==> config.mk <==
export PLATFORM = sky130hd
export DESIGN_NAME = sec_wdog
export DESIGN_NICKNAME = d
export VERILOG_FILES = /design/src/rtl/sec_wdog_pkg.sv /design/src/rtl/sec_wdog_prescale.sv /design/src/rtl/sec_wdog_count.sv /design/src/rtl/sec_wdog_fire.sv /design/src/rtl/sec_wdog_regs.sv /design/src/rtl/sec_wdog.sv
export SDC_FILE = /design/constraint.sdc
export NUM_CORES = 1
export LEC_CHECK = 0
export BUFFER_PORTS_ARGS = -buffer_cell sky130_fd_sc_hd__buf_2
export CAP_MARGIN = 20
export CORE_ASPECT_RATIO = 0.5
export CORE_MARGIN = 2
export CORE_UTILIZATION = 57
export DETAILED_ROUTE_END_ITERATION = 10
export GPL_ROUTABILITY_DRIVEN = 0
export PLACE_DENSITY = 0.92
export SYNTH_ARGS = -nofsm -noshare
export SYNTH_HDL_FRONTEND = slang
export SYNTH_SLANG_ARGS = --single-unit
==> constraint.sdc <==
create_clock -name clk -period 3.1 [get_ports clk]
set_input_delay 0.465 -clock clk [delete_from_list [all_inputs] [get_ports clk]]
set_output_delay 0.465 -clock clk [all_outputs]
set_load 0.05 [all_outputs]
==> src/rtl/sec_wdog_pkg.sv <==
package sec_wdog_pkg;
  localparam int CTL_RUN   = 0;
  localparam int CTL_FIRED = 1;
  localparam int CTL_ACT   = 2;
  localparam int CTL_DIS   = 3;
  localparam int CTL_TRIG  = 7;
  localparam int CFG_FUNC  = 0;
  localparam int CFG_WIN   = 1;
  localparam int CNT_LSB   = 16;

  function automatic logic [31:0] pack_ctl(input logic run, input logic fired,
                                           input logic act, input logic dis);
    logic [31:0] w;
    w = '0;
    w[CTL_RUN]   = run;
    w[CTL_FIRED] = fired;
    w[CTL_ACT]   = act;
    w[CTL_DIS]   = dis;
    return w;
  endfunction

  function automatic logic last_step(input logic tick, input logic [15:0] cnt);
    return tick && (cnt == 16'd1);
  endfunction
endpackage

==> src/rtl/sec_wdog_prescale.sv <==
module sec_wdog_prescale #(
  parameter int TICK_CYC = 50_000_000
) (
  input  logic clk,
  input  logic rst_n,
  input  logic restart,
  input  logic active,
  output logic tick
);
  localparam int PW = (TICK_CYC > 2) ? $clog2(TICK_CYC) : 1;
  localparam logic [PW-1:0] LAST = PW'(TICK_CYC - 1);

  logic [PW-1:0] pre_q;
  logic          at_last;

  assign at_last = (pre_q == LAST);
  assign tick    = active && at_last && !restart;

  always_ff @(posedge clk) begin
    if (!rst_n)        pre_q <= '0;
    else if (restart)  pre_q <= '0;
    else if (active)   pre_q <= at_last ? '0 : pre_q + 1'b1;
  end

  p_restart_zero_r3: assert property (@(posedge clk) disable iff (!rst_n)
    restart |=> (pre_q == '0));
  p_tick_spaced_r4: assert property (@(posedge clk) disable iff (!rst_n)
    tick |=> !tick);
endmodule

==> src/rtl/sec_wdog_count.sv <==
module sec_wdog_count #(
  parameter int TMO_W = 10
) (
  input  logic             clk,
  input  logic             rst_n,
  input  logic             load,
  input  logic [TMO_W-1:0] load_val,
  input  logic             tick,
  output logic [TMO_W-1:0] cnt,
  output logic             expire
);
  import sec_wdog_pkg::*;

  logic [TMO_W-1:0] cnt_q;

  assign cnt    = cnt_q;
  assign expire = !load && last_step(tick, 16'(cnt_q));

  always_ff @(posedge clk) begin
    if (!rst_n)                   cnt_q <= '0;
    else if (load)                cnt_q <= load_val;
    else if (tick && cnt_q != 0)  cnt_q <= cnt_q - 1'b1;
  end

  p_load_wins_r9: assert property (@(posedge clk) disable iff (!rst_n)
    load |=> (cnt_q == $past(load_val)));
  p_hold_r8: assert property (@(posedge clk) disable iff (!rst_n)
    (!load && !tick) |=> $stable(cnt_q));
  p_expire_zero_r6: assert property (@(posedge clk) disable iff (!rst_n)
    expire |=> (cnt_q == '0));
endmodule

==> src/rtl/sec_wdog_fire.sv <==
module sec_wdog_fire #(
  parameter int PULSE_CYC = 16
) (
  input  logic clk,
  input  logic rst_n,
  input  logic expire,
  input  logic act_sel,
  output logic rst_req,
  output logic pwroff_req
);
  localparam int QW = $clog2(PULSE_CYC + 1);

  logic [QW-1:0] left_q;
  logic          sel_q;
  logic          busy;

  assign busy       = (left_q != '0);
  assign rst_req    = busy && !sel_q;
  assign pwroff_req = busy && sel_q;

  always_ff @(posedge clk) begin
    if (!rst_n) begin
      left_q <= '0;
      sel_q  <= 1'b0;
    end else if (expire) begin
      left_q <= QW'(PULSE_CYC);
      sel_q  <= act_sel;
    end else if (busy) begin
      left_q <= left_q - 1'b1;
    end
  end

  p_excl_r6: assert property (@(posedge clk) disable iff (!rst_n)
    $onehot0({rst_req, pwroff_req}));
  p_start_r6: assert property (@(posedge clk) disable iff (!rst_n)
    expire |=> (rst_req || pwroff_req));
endmodule

==> src/rtl/sec_wdog_regs.sv <==
module sec_wdog_regs #(
  parameter int TMO_W   = 10,
  parameter int DEF_TMO = 60
) (
  input  logic             clk,
  input  logic             rst_n,
  input  logic             por_n,
  input  logic             cfg_we,
  input  logic [1:0]       cfg_wdata,
  input  logic             bus_sel,
  input  logic             bus_we,
  input  logic [2:0]       bus_addr,
  input  logic [31:0]      bus_wdata,
  input  logic             expire,
  input  logic [TMO_W-1:0] cnt,
  output logic [31:0]      bus_rdata,
  output logic             run,
  output logic             act,
  output logic             func_en,
  output logic [TMO_W-1:0] tmo,
  output logic             trig
);
  import sec_wdog_pkg::*;

  logic [1:0]       cfg_q;
  logic             run_q, act_q, fired_q;
  logic [TMO_W-1:0] tmo_q;
  logic             win_en, wr, ctl_wr, tmo_wr;

  assign win_en  = cfg_q[CFG_WIN];
  assign func_en = cfg_q[CFG_FUNC];
  assign wr      = bus_sel && bus_we && win_en;
  assign ctl_wr  = wr && !bus_addr[2];
  assign tmo_wr  = wr && bus_addr[2];
  assign trig    = ctl_wr && bus_wdata[CTL_TRIG];
  assign run     = run_q;
  assign act     = act_q;
  assign tmo     = tmo_q;

  always_ff @(posedge clk) begin
    if (!rst_n) begin
      cfg_q <= '0;
      run_q <= 1'b0;
      act_q <= 1'b0;
      tmo_q <= TMO_W'(DEF_TMO);
    end else begin
      if (cfg_we) cfg_q <= cfg_wdata;
      if (ctl_wr) begin
        run_q <= bus_wdata[CTL_RUN];
        act_q <= bus_wdata[CTL_ACT];
      end
      if (tmo_wr && bus_wdata[TMO_W-1:0] != '0) tmo_q <= bus_wdata[TMO_W-1:0];
    end
  end

  always_ff @(posedge clk) begin
    if (!por_n)                                   fired_q <= 1'b0;
    else if (rst_n && expire)                     fired_q <= 1'b1;
    else if (rst_n && ctl_wr && bus_wdata[CTL_FIRED]) fired_q <= 1'b0;
  end

  always_comb begin
    bus_rdata = '0;
    if (win_en) begin
      if (bus_addr[2]) begin
        bus_rdata[TMO_W-1:0]           = tmo_q;
        bus_rdata[CNT_LSB +: TMO_W]    = cnt;
      end else begin
        bus_rdata = pack_ctl(run_q, fired_q, act_q, !func_en);
      end
    end
  end

  p_fired_set_r7: assert property (@(posedge clk) disable iff (!rst_n || !por_n)
    expire |=> fired_q);
  p_closed_window_r1: assert property (@(posedge clk) disable iff (!rst_n)
    (bus_sel && bus_we && !win_en && !cfg_we) |=> ($stable(run_q) && $stable(tmo_q) && $stable(act_q)));
endmodule

==> src/rtl/sec_wdog.sv <==
module sec_wdog #(
  parameter int TICK_CYC  = 50_000_000,
  parameter int TMO_W     = 10,
  parameter int DEF_TMO   = 60,
  parameter int PULSE_CYC = 16
) (
  input  logic        clk,
  input  logic        rst_n,
  input  logic        por_n,
  input  logic        cfg_we,
  input  logic [1:0]  cfg_wdata,
  input  logic        bus_sel,
  input  logic        bus_we,
  input  logic [2:0]  bus_addr,
  input  logic [31:0] bus_wdata,
  output logic [31:0] bus_rdata,
  output logic        rst_req,
  output logic        pwroff_req
);
  logic             rst_all_n;
  logic             run, act, func_en, trig, tick, expire, active;
  logic [TMO_W-1:0] tmo, cnt;

  assign rst_all_n = rst_n && por_n;
  assign active    = run && func_en;

  sec_wdog_regs #(.TMO_W(TMO_W), .DEF_TMO(DEF_TMO)) u_regs (
    .clk(clk), .rst_n(rst_all_n), .por_n(por_n),
    .cfg_we(cfg_we), .cfg_wdata(cfg_wdata),
    .bus_sel(bus_sel), .bus_we(bus_we), .bus_addr(bus_addr), .bus_wdata(bus_wdata),
    .expire(expire), .cnt(cnt), .bus_rdata(bus_rdata),
    .run(run), .act(act), .func_en(func_en), .tmo(tmo), .trig(trig)
  );

  sec_wdog_prescale #(.TICK_CYC(TICK_CYC)) u_pre (
    .clk(clk), .rst_n(rst_all_n), .restart(trig), .active(active), .tick(tick)
  );

  sec_wdog_count #(.TMO_W(TMO_W)) u_cnt (
    .clk(clk), .rst_n(rst_all_n), .load(trig), .load_val(tmo), .tick(tick),
    .cnt(cnt), .expire(expire)
  );

  sec_wdog_fire #(.PULSE_CYC(PULSE_CYC)) u_fire (
    .clk(clk), .rst_n(rst_all_n), .expire(expire), .act_sel(act),
    .rst_req(rst_req), .pwroff_req(pwroff_req)
  );

  p_no_req_disabled_r8: assert property (@(posedge clk) disable iff (!rst_all_n)
    !func_en |-> !expire);
endmodule

Word-level counts from Yosys, hierarchy flattened
Cells that the tools add are included.
{"block": "classes", "addsub": 3, "n_eq_ne": 2, "muxes": 10, "bitwise_logic": 1, "n_reduce_logical": 30}
{"op": "$mux 26", "count": 2}
{"op": "$mux 10", "count": 4}
{"op": "$add 26x1->26 const B", "count": 1}
{"op": "$eq 26x26->1 const B", "count": 1}
{"op": "$reduce_bool 10->1", "count": 2}
{"op": "$logic_and 1x1->1", "count": 18}
{"op": "$eq 10x1->1 const B", "count": 1}
{"op": "$mux 5", "count": 2}
{"op": "$sub 10x1->10 const B", "count": 1}
{"op": "$reduce_bool 2->1", "count": 3}
{"op": "$reduce_bool 5->1", "count": 1}
{"op": "$sub 5x1->5 const B", "count": 1}
{"op": "$logic_not 1->1", "count": 4}
{"op": "$reduce_or 2->1", "count": 2}
{"op": "$mux 1", "count": 2}
{"op": "$not 1->1", "count": 1}
{"block": "word_totals", "register_bits": 57, "output_inout_bits": 34, "word_cells": 56}

Logic depth before layout (Yosys ltp)
{"block": "depth", "depth_word": 10, "ltp_mapped": 7}

Modules after synthesis
Synthesis repeated with hierarchy kept, for this count alone.
{"block": "unflattened", "cells_unflattened": 370, "hier_area_um2": 3215.6}
{"module": "sec_wdog_prescale", "n_inst": 1, "cells_per_inst": 149, "area_each_um2": 1315.0, "seq_area_each_um2": 520.5}
{"module": "sec_wdog_regs", "n_inst": 1, "cells_per_inst": 114, "area_each_um2": 979.7, "seq_area_each_um2": 300.3}
{"module": "sec_wdog_count", "n_inst": 1, "cells_per_inst": 75, "area_each_um2": 626.9, "seq_area_each_um2": 200.2}
{"module": "sec_wdog_fire", "n_inst": 1, "cells_per_inst": 30, "area_each_um2": 281.5, "seq_area_each_um2": 120.1}
{"module": "sec_wdog", "n_inst": 1, "cells_per_inst": 2, "area_each_um2": 12.5, "seq_area_each_um2": 0.0}

Worst setup path before layout
Ideal clock, no wire load.
{"block": "synth_path", "kind": "in2out", "start": "in bus_addr[2]", "end": "out bus_rdata[1]", "arrival_time_ps": 1524, "required_time_ps": 2635, "setup_slack_ps": 1111, "cell_stages": 3, "n_path_buf": 1, "cell_sequence": "clkbuf_1 > mux2i_1 > nor2b_1"}
{"block": "synth_between", "elab_chain_cells": 2}
{"item": "start, declared", "line_no": "sec_wdog.sv:14", "text": "input logic [2:0] bus_addr,"}
{"item": "$mux 10", "line_no": "sec_wdog_regs.sv:65", "text": "if (bus_addr[2]) begin"}
{"item": "$mux 26", "line_no": "sec_wdog_regs.sv:64", "text": "if (win_en) begin"}
{"item": "end, declared", "line_no": "sec_wdog.sv:16", "text": "output logic [31:0] bus_rdata,"}
No other way between the ends.

Worst setup path after layout
{"block": "layout_path", "start": "reg u_pre.pre_q[0]", "end": "reg u_cnt.cnt_q[6] (netlist: u_cnt.cnt[6])"}
{"block": "layout_between", "elab_chain_cells": 5}
{"item": "start, declared", "line_no": "sec_wdog_prescale.sv:13", "text": "logic [PW-1:0] pre_q;"}
{"item": "start signal, assigned", "line_no": "sec_wdog_prescale.sv:22", "text": "else if (active) pre_q <= at_last ? '0 : pre_q + 1'b1;"}
{"item": "$eq 26x26->1", "line_no": "sec_wdog_prescale.sv:16", "text": "assign at_last = (pre_q == LAST);"}
{"item": "$logic_and 1x1->1 (2 in a row)", "line_no": "sec_wdog_prescale.sv:17", "text": "assign tick = active && at_last && !restart;"}
{"item": "$logic_and 1x1->1", "line_no": "sec_wdog_count.sv:22", "text": "else if (tick && cnt_q != 0) cnt_q <= cnt_q - 1'b1;"}
{"item": "$reduce_bool 2->1 (no line)"}
{"item": "end signal, assigned", "line_no": "sec_wdog_count.sv:21", "text": "else if (load) cnt_q <= load_val;"}
{"item": "end signal, assigned", "line_no": "sec_wdog_count.sv:22"}
{"item": "end, declared", "line_no": "sec_wdog_count.sv:14", "text": "logic [TMO_W-1:0] cnt_q;"}
No other way between the ends.
A chain may end at the register's enable or synchronous reset.

==> impl_metrics.env <==
export IMPL_status="finished, final reports clean"
export IMPL_netlist_cell_type_count=37
export IMPL_final_hold_worst_slack_ps=356
export IMPL_die_area_um2=5770
export IMPL_report_power_total_mw=1.98
export IMPL_setup_tns_final_ps=0
export IMPL_cell_with_the_biggest_individual_delay_on_the_critical_path="sky130_fd_sc_hd__nor4_4"
export IMPL_grt_most_used_layer="met2"
export IMPL_hpwl_um=4230
export IMPL_fin_crit_ps=2330
export IMPL_ctsResizeCount=0
export IMPL_postSynthAreaPerCell_um2=8.42
export IMPL_regToRegEndpoint="u_cnt.cnt[6]$_SDFFE_PN0P_"
export IMPL_vias=2599
export IMPL_regArea_um2=1140
export IMPL_use_met3_pct=6.67
export IMPL_grt_util_all_layers_pct=24.1
export IMPL_cts_reportedPaths_clkPinSlew_ps=70
export IMPL_largest_family_of_logic_cells_by_synthesized_area="simple AND/OR/NAND/NOR gates"
export IMPL_drt_first_iter_violations=129
export IMPL_vias_in_the_first_global_route=2329
export IMPL_reg2reg_from="u_pre.pre_q[0]$_SDFFE_PP0N_"
export IMPL_startpoint="u_pre.pre_q[0]$_SDFFE_PP0N_"
export IMPL_ant_nets=0
export IMPL_setup_violations_final=0
export IMPL_final_period_utilization_pct=75.2
export IMPL_slowest_delay_ps=610
export IMPL_ctsRootBufferMaster="sky130_fd_sc_hd__clkbuf_8"
export IMPL_hold_violations=0
export IMPL_crit_path_frequent_cell="sky130_fd_sc_hd__nand4_2"
export IMPL_placement_rows=18
export IMPL_dr_pass1_iters=4
export IMPL_die_y_um=54.7
export IMPL_pin_count=77
export IMPL_post_route_cells_drive_above_1_share_pct=16.5
export IMPL_tightestPinTransition_ps=826
export IMPL_critical_path_max_fanout=8
export IMPL_worst_setup_path_end_kind="register"
export IMPL_synth_sequential_area_ratio_pct=38.9
export IMPL_reg2reg_depth=6
export IMPL_hold_path_class="primary input to register"
export IMPL_ys_warn_count=0
export IMPL_max_cap_violations=0
export IMPL_clkSinkCount=57
export IMPL_largest_buffer_count_on_any_clock_path=2
export IMPL_use_met2_pct=43.4
export IMPL_worst_clk_skew_ps=6.08
export IMPL_power_per_cell_area_nw_per_um2=584
export IMPL_post_synth_top_area_cell="sky130_fd_sc_hd__dfxtp_1"
export IMPL_grt_max_degree=27
export IMPL_power_ir_vdd_worst_v=0.000334
export IMPL_crit_arrival_ps=2590
export IMPL_post_drt_via_cell_ratio=5.61
export IMPL_proportion_of_register_bits_with_asynchronous_set_or_reset_after_synthesis_pct=0
export IMPL_mostFrequentLayoutCells="sky130_fd_sc_hd__dfxtp_1 (57), sky130_fd_sc_hd__nor2_1 (50), sky130_fd_sc_hd__buf_2 (40)"
export IMPL_synth_main_ff_cell="sky130_fd_sc_hd__dfxtp_1"
export IMPL_syn_cell_area_um2=2930
export IMPL_synth_top_cell_area_share_pct=38.9
export IMPL_place_port_buffers=40
export IMPL_post_synth_inst_count=348
export IMPL_antenna_cells=0
export IMPL_synthXorXnorAreaFrac_pct=9.86
export IMPL_tritoncts_clock_tree="built"
export IMPL_global_route_wire_length_before_repair_um=10700
export IMPL_synth_edf_count=0
export IMPL_cts_post_setup_buffers_inserted=0
export IMPL_data_required_time_at_the_worst_endpoint_ps=3360
export IMPL_static_leakage_power_nw=1.43
export IMPL_timing_worst_setup_path_type="register to register"
export IMPL_hold_buffers=0
export IMPL_critical_path_endpoint="u_cnt.cnt[6]$_SDFFE_PN0P_"
export IMPL_synth_area_mux_share_pct=6.15
export IMPL_post_synth_main_area_contributors="sky130_fd_sc_hd__dfxtp_1 (39%), sky130_fd_sc_hd__nor2_1 (6.4%), sky130_fd_sc_hd__xor2_1 (6.3%)"
export IMPL_finalMaxSlewViolations=0
export IMPL_starting_density_of_the_core_pct=59.4
export IMPL_fraction_of_the_mapped_netlist_area_in_compound_gates_pct=5.47
export IMPL_floorplan_core_area_um2=4930
export IMPL_wire_per_inst_um=14.3
export IMPL_width_of_the_chip_um=105
export IMPL_synth_simple_area_share_pct=30.5
export IMPL_antenna_violations_before_repair=0
export IMPL_clk_insertion_delay_late_ps=340
export IMPL_globalRouteMet1Util_pct=28.4
export IMPL_htree_num_levels=3
export IMPL_slew_headroom_pct=44.5
export IMPL_final_net_count=437
export IMPL_timing_critical_path_cells="ha_1, nand4_2, nor4_4, nand4_2, or4_1, a31oi_1"
export IMPL_detail_route_wirelength_um=6620
export IMPL_timing_critical_path_from_type="register"
export IMPL_layout_cells_most_common="sky130_fd_sc_hd__dfxtp_1"
export IMPL_ys_seq_elements=57
export IMPL_grt_setup_unrepaired="false"
export IMPL_synthAdderAreaFrac_pct=2.56
export IMPL_multi_input_combinational_cell_area_um2=1640
export IMPL_area_growth_pct=15.8
export IMPL_grt_overflow=0
export IMPL_post_detailed_route_drc_marker_count=0
export IMPL_reg2reg_slack_ps=770
export IMPL_n_fill_cell=359
export IMPL_achievable_clock_frequency_ghz=0.429
export IMPL_tritoncts_num_buffers=9
metal layers:
layer | vias up | share of wire [%]
li1 | 1276 | -
met1 | 1213 | 44
met2 | 99 | 48
met3 | 11 | 6.6
met4 | 0 | 1.4
met5 | - | 0
metrics by stage:
step / cells / worst slack (ps) / instance area (um^2) / utilization [%]
CTS: 463 / 790 / 3390 / 68.8
detailed placement: 447 / 836 / 3150 / 64.0
floorplan: 359 / 1110 / 2970 / -
global route: 463 / 563 / 3390 / 68.8
finish: 463 / 770 / 3390 / 68.8
global placement: 447 / 865 / 3150 / 64.0
critical path, delay by kind of cell (launching register included):
| kind | cells | cell delay, ps |
|---|---|---|
| compound gates | 1 | 180 |
| fa+ha+maj | 1 | 210 |
| simple gates | 4 | 1480 |
| flops | 1 | 370 |
cell type report:
type | instances | share of cell area, %
multi-input combinational | 264 | 48.4
clock buffer | 12 | 4.87
clock inverter | 4 | 2.18
tap | 70 | 2.58
inverter | 10 | 1.11
sequential | 57 | 33.6
timing repair buffer | 46 | 7.23
worst min path at each step:
stage	cells past startpoint	endpoint	slack, ps	startpoint
final	2	u_regs.fired_q$_SDFFE_PN0P_	360	por_n
after global routing	2	u_regs.fired_q$_SDFFE_PN0P_	370	por_n
after CTS	2	u_regs.fired_q$_SDFFE_PN0P_	350	por_n
after detailed placement	2	u_pre.pre_q[1]$_SDFFE_PP0N_	480	u_pre.pre_q[1]$_SDFFE_PP0N_
after global placement	2	u_pre.pre_q[1]$_SDFFE_PP0N_	470	u_pre.pre_q[1]$_SDFFE_PP0N_
after floorplan	2	u_regs.tmo[4]$_SDFFE_PN1P_	450	u_regs.tmo[4]$_SDFFE_PN1P_
flip-flops by register name, summed over array words and instances, names as in the netlist:
signal / cells
u_regs.act: 1
u_regs.cfg_q: 2
u_fire.left_q: 5
u_pre.pre_q: 26
u_regs.run: 1
u_regs.fired_q: 1
u_fire.sel_q: 1
u_regs.tmo: 10
u_cnt.cnt: 10
synthesized netlist by cell type (all sizes together), types with 7 or more instances:
cell    number
buf         13
o21ai       11
xnor2       12
mux2i       18
clkbuf      15
nand3       19
nor2        50
nand4       16
and3        24
nand2       20
inv         10
dfxtp       57
xor2        21
a21oi        7
nor4         8
kinds of logic (layout without fill, tap and decap cells):
kind of cell / after synthesis / count (layout)
AOI/OAI and AO/OA: 28 / 28
other: 1 / 12
buffers and inverters: 38 / 72
xor gates and xnor gates: 33 / 33
and+or+nand+nor: 167 / 167
DFF: 57 / 57
muxes: 18 / 18
adders and majority gates: 6 / 6
power by group:
group | switching [mW] | total, mW | internal (mW) | leakage (nW)
Sequential | 0.0210 | 0.779 | 0.758 | 0.460
Clock | 0.300 | 0.819 | 0.518 | 0.123
Combinational | 0.256 | 0.385 | 0.128 | 0.850
Note: power is estimated with default switching activity, not from simulation.
